[src/rtl/rom_mux_pkg.sv]
package rom_mux_pkg;

    typedef logic [3:0] sel_code_t;

    localparam sel_code_t SEL_CHECKER = 4'b1010;
    localparam sel_code_t SEL_BUS     = 4'b0101;

    // individual fault causes seen by the select guard
    typedef struct packed {
        logic live_illegal;
        logic held_illegal;
        logic live_reverted;
        logic held_reverted;
    } sel_fault_t;

    function automatic logic code_is_legal(input sel_code_t c);
        return (c == SEL_CHECKER) || (c == SEL_BUS);
    endfunction

    function automatic logic any_fault(input sel_fault_t f);
        return |f;
    endfunction

endpackage

[src/rtl/rom_mux_sel_guard.sv]
module rom_mux_sel_guard
    import rom_mux_pkg::*;
(
    input  logic       clk,
    input  logic       rst,
    input  sel_code_t  sel_live,
    output sel_code_t  sel_held,
    output sel_fault_t fault
);

    sel_code_t held_q;
    logic      live_bus_seen_q;
    logic      held_bus_seen_q;

    always_ff @(posedge clk) begin
        if (rst) begin
            held_q          <= SEL_CHECKER;
            live_bus_seen_q <= 1'b0;
            held_bus_seen_q <= 1'b0;
        end else begin
            held_q <= sel_live;
            if (sel_live == SEL_BUS) live_bus_seen_q <= 1'b1;
            if (held_q == SEL_BUS)   held_bus_seen_q <= 1'b1;
        end
    end

    always_comb begin
        fault.live_illegal  = !code_is_legal(sel_live);
        fault.held_illegal  = !code_is_legal(held_q);
        fault.live_reverted = live_bus_seen_q && (sel_live == SEL_CHECKER);
        fault.held_reverted = held_bus_seen_q && (held_q == SEL_CHECKER);
    end

    assign sel_held = held_q;

endmodule

[src/rtl/rom_mux_req_path.sv]
module rom_mux_req_path
    import rom_mux_pkg::*;
#(
    parameter int ADDR_W = 13
) (
    input  sel_code_t         sel_live,
    input  logic              chk_req,
    input  logic [ADDR_W-1:0] chk_addr,
    input  logic              bus_req,
    input  logic [ADDR_W-1:0] bus_addr,
    output logic              rom_req,
    output logic [ADDR_W-1:0] rom_addr
);

    always_comb begin
        rom_req  = 1'b0;
        rom_addr = '0;
        unique case (sel_live)
            SEL_CHECKER: begin
                rom_req  = chk_req;
                rom_addr = chk_addr;
            end
            SEL_BUS: begin
                rom_req  = bus_req;
                rom_addr = bus_addr;
            end
            default: begin
                rom_req  = 1'b0;
                rom_addr = '0;
            end
        endcase
    end

endmodule

[src/rtl/rom_mux_rsp_path.sv]
module rom_mux_rsp_path
    import rom_mux_pkg::*;
#(
    parameter int DATA_W = 32
) (
    input  sel_code_t         sel_held,
    input  logic              block_bus,
    input  logic              rom_rvalid,
    input  logic [DATA_W-1:0] rom_rdata,
    output logic              chk_rvalid,
    output logic [DATA_W-1:0] chk_rdata,
    output logic              bus_rvalid,
    output logic [DATA_W-1:0] bus_rdata
);

    assign chk_rvalid = rom_rvalid && (sel_held == SEL_CHECKER);
    assign bus_rvalid = rom_rvalid && (sel_held == SEL_BUS) && !block_bus;
    assign chk_rdata  = rom_rdata;
    assign bus_rdata  = rom_rdata;

endmodule

[src/rtl/rom_mux_oneway.sv]
module rom_mux_oneway
    import rom_mux_pkg::*;
#(
    parameter int ADDR_W = 13,
    parameter int DATA_W = 32
) (
    input  logic              clk,
    input  logic              rst,
    input  logic [3:0]        sel_i,
    input  logic              chk_req_i,
    input  logic [ADDR_W-1:0] chk_addr_i,
    output logic              chk_rvalid_o,
    output logic [DATA_W-1:0] chk_rdata_o,
    input  logic              bus_req_i,
    input  logic [ADDR_W-1:0] bus_addr_i,
    output logic              bus_rvalid_o,
    output logic [DATA_W-1:0] bus_rdata_o,
    output logic              rom_req_o,
    output logic [ADDR_W-1:0] rom_addr_o,
    input  logic              rom_rvalid_i,
    input  logic [DATA_W-1:0] rom_rdata_i,
    output logic              alert_o
);

    sel_code_t  sel_held;
    sel_fault_t fault;
    logic       fault_now;
    logic       fault_q;

    rom_mux_sel_guard u_guard (
        .clk      (clk),
        .rst      (rst),
        .sel_live (sel_i),
        .sel_held (sel_held),
        .fault    (fault)
    );

    rom_mux_req_path #(.ADDR_W(ADDR_W)) u_req (
        .sel_live (sel_i),
        .chk_req  (chk_req_i),
        .chk_addr (chk_addr_i),
        .bus_req  (bus_req_i),
        .bus_addr (bus_addr_i),
        .rom_req  (rom_req_o),
        .rom_addr (rom_addr_o)
    );

    assign fault_now = any_fault(fault);

    always_ff @(posedge clk) begin
        if (rst)            fault_q <= 1'b0;
        else if (fault_now) fault_q <= 1'b1;
    end

    rom_mux_rsp_path #(.DATA_W(DATA_W)) u_rsp (
        .sel_held   (sel_held),
        .block_bus  (fault_now || fault_q),
        .rom_rvalid (rom_rvalid_i),
        .rom_rdata  (rom_rdata_i),
        .chk_rvalid (chk_rvalid_o),
        .chk_rdata  (chk_rdata_o),
        .bus_rvalid (bus_rvalid_o),
        .bus_rdata  (bus_rdata_o)
    );

    assign alert_o = fault_q;

endmodule


[config.mk]
export PLATFORM = sky130hd
export DESIGN_NAME = rom_mux_oneway
export DESIGN_NICKNAME = d
export VERILOG_FILES = /design/src/rtl/rom_mux_pkg.sv /design/src/rtl/rom_mux_sel_guard.sv /design/src/rtl/rom_mux_req_path.sv /design/src/rtl/rom_mux_rsp_path.sv /design/src/rtl/rom_mux_oneway.sv
export SDC_FILE = /design/constraint.sdc
export NUM_CORES = 1
export LEC_CHECK = 0
export ABC_AREA = 1
export BUFFER_PORTS_ARGS = -buffer_cell sky130_fd_sc_hd__buf_2
export CAP_MARGIN = 20
export CORE_MARGIN = 2
export CORE_UTILIZATION = 27
export CTS_CLUSTER_DIAMETER = 80
export CTS_CLUSTER_SIZE = 12
export DETAILED_ROUTE_END_ITERATION = 7
export PLACE_DENSITY = 0.84
export SYNTH_ARGS = -nofsm -noshare
export SYNTH_HDL_FRONTEND = slang
export SYNTH_SLANG_ARGS = --single-unit
[constraint.sdc]
create_clock -name clk -period 0.9 [get_ports clk]
set_input_delay 0.135 -clock clk [delete_from_list [all_inputs] [get_ports clk]]
set_output_delay 0.135 -clock clk [all_outputs]
set_load 0.005 [all_outputs]
==> summary.md <==
| Metric | Value |
|---|---|
| Status | `complete, but fails checks` |
| Violated checks | `negative setup slack` |
| Max cap viols | `0` |
| Slowest stage cell on the critical path | `dfxtp_2` |
| Largest net degree at the start of global routing | `10` |
| Sequential fraction of the synthesis area | `0.135` |
| Top cell type's share of synthesized area | `0.463` |
| Die ar. | `4350 µm²` |
| CP Class | `reg2out` |
| Final hold violations | `0` |
| Synth Register Bits | `7` |
| Non-filler cells, final | `202` |
| Area Growth Syn to Fin | `18.2%` |
| DP Wirelength | `1.53 mm` |
| Yosys cell types | `15` |
| Pwr dens | `877 nW/µm²` |
| Vias/cell | `3.91` |
| CP peak stage delay | `0.32 ns` |
| Rel. slew slack | `0.909` |
| RePlAce Congestion | `0.635` |
| Mapped Avg Cell Area | `6.96 µm²` |
| Tmin final | `1.24 ns` |
| Worst vdd ir | `0.000362 V` |
| Pre-CTS WS | `-0.195 ns` |
| Sink Count | `7` |
| Final worst path period share | `1.37` |
| Clock Path Buffers | `2` |
| Total routing usage reported by global routing | `0.0966` |
| Placed cells | `191` |
| Drt total wl | `2.15 mm` |
| Most used DFF post-synth | `dfxtp_1` |
| Initial antenna violation count | `0` |
| Clock latency on the worst-skew pair | `0.22 ns` |
| CP endpoint kind | `output port` |
| CTS Root Cell | `clkbuf_8` |
| CP most frequent cell | `nand3_2` |
| Worst min path class | `in2reg` |
| Post-route antenna net violation count | `0` |
| Startpoint Class | `flip-flop` |
| Initial core utilization | `0.281` |
| Diode count | `0` |
| RSZ-0062 raised after global routing | `yes` |
| Die H | `66.0 µm` |
| DRT iter0 DRCs | `13` |
| EDFF count, synth | `0` |
| Worst Skew | `0.00159 ns` |
| Layout cells sized above 1 | `0.734` |
| Synth Cell Area | `1040 µm²` |
| CTS H-tree depth | `1` |
| CTS clock-pin slew for the worst setup and hold paths | `0.04 ns` |
| CTS Hold Bufs | `0` |
| Synth warn | `0` |
| Cell taking the most area after synthesis | `buf_4` |
| Most common cell in the synthesized netlist | `buf_4` |
| Synth Instances | `149` |
| Max Clk Rate | `809 MHz` |
| Die W | `66.0 µm` |
| Asr flop ratio synth | `0` |
| Crit path cell chain | `nor2_4, nand3_2, nand2_2, nand3_2, nor2_2, buf_2` |
| WP data arrival | `1.10 ns` |
| DRC | `0` |
| Synthesized net count | `216` |
| IO Port Bufs | `51` |
| Overall Power | `1080 µW` |
| LEAKAGE | `0.000737 µW` |
| Top post-synthesis cells by count | `64 x buf_4, 25 x inv_1, 21 x nand2_1` |
| CTS buffer count | `3` |
| Worst Path Required | `0.76 ns` |
| Setup WS post-layout | `-0.336 ns` |
| Crit-path max FO | `2` |
| Final #Nets | `222` |
| Endpoints failing setup | `18` |
| Number of global-route vias before repair | `739` |
| Setup_tns | `-3.05 ns` |
| Site Rows | `22` |
| Synth area leaders | `buf_4 46%, dfxtp_1 14%, inv_1 9.0%` |
| First-pass GRT wire length | `3.24 mm` |
| Worst Tran Pin Value | `0.135 ns` |
| IO Pins | `148` |
| CTS tree | `yes` |
| Reg2reg setup slack | `-0.30 ns` |
| DR WL/cell | `10.6 µm` |
| Vias | `790` |
| Overflow after GRT | `0` |
| Max Slew Vio Count | `0` |
| 1st-pass router iterations | `3` |
| Core footprint | `3690 µm²` |
==> state kept, by name, summed over array words and instances, names as in the netlist <==
| name | count |
|---|---|
| u_guard.sel_held | 4 |
| u_guard.live_bus_seen_q | 1 |
| alert_o | 1 |
| u_guard.held_bus_seen_q | 1 |
==> placed cells by master (no fill, tap or decap), types with 2 or more instances in the layout <==
master    instances
nand2_4          11
buf_6             4
nand3_2           3
inv_2             4
nand2_1           6
o21ai_1           3
buf_12            2
buf_4            12
o21ai_2          10
buf_2            47
nor2_1            3
nand2_2           4
nor2_4            2
dfxtp_1           3
clkbuf_8          3
dfxtp_2           4
inv_1            21
==> area by class of cell <==
cell class,count,area (µm²)
flip-flops and latches,7,145
well taps,48,60.1
multi-input cells,51,429
repair buffers,67,453
fillers,405,2460
inverters,25,93.8
clock buffers,4,45.0
==> layer usage <==
layer | part of all wire | GRT usage | wire [µm]
met1 | 0.33 | 0.0903 | 704
met2 | 0.57 | 0.184 | 1210
met3 | 0.091 | 0.0221 | 195
met4 | 0.015 | 0.0638 | 32
met5 | 0 | 0 | 0
==> critical path, delay by kind of cell (launching register included) <==
family / cells / cell delay [ns]
buffers and inverters: 1 / 0.11
flip-flops: 1 / 0.32
AND/OR/NAND/NOR: 5 / 0.45
==> stage by stage <==
stage | area [µm²] | util | hold slack (ns)
5_1_grt | 1230 | 0.332 | 0.164
4_1_cts | 1160 | 0.313 | 0.158
3_3_place_gp | 942 | 0.255 | 0.270
3_5_place_dp | 942 | 0.255 | 0.270
6_report | 1230 | 0.332 | 0.163
2_1_floorplan | 1040 | - | 0.195
==> where the power goes <==
group / internal [µW] / switching, µW / leakage, µW
sequential: 328 / 15.0 / 0.0000580
combinational: 155 / 141 / 0.000656
clock: 306 / 129 / 0.0000228
==> worst paths after layout <==
check / cells past startpoint / start / to
worst max-delay path: 6 / u_guard.sel_held[1] / bus_rvalid_o
worst min-delay path: 2 / rst / u_guard.live_bus_seen_q
worst max register to register: 7 / u_guard.sel_held[1] / u_guard.held_bus_seen_q
worst min register to register: 2 / u_guard.live_bus_seen_q / u_guard.live_bus_seen_q
==> what timing repair did <==
action / CTS / global route
setup buffers: 6 / 0
cloned: 1 / 0
pin swaps: 6 / 6
resized for setup: 32 / 23
endpoints found under the setup margin: 17 / 18
==> cells by family after synthesis <==
family                 count (synthesis)  share of synthesized area
DFF                                    7                      0.135
buffers and inverters                 91                      0.575
AOI/OAI and AO/OA                     16                      0.124
and+or+nand+nor                       35                      0.165
Power figures use the tool's default switching activity.
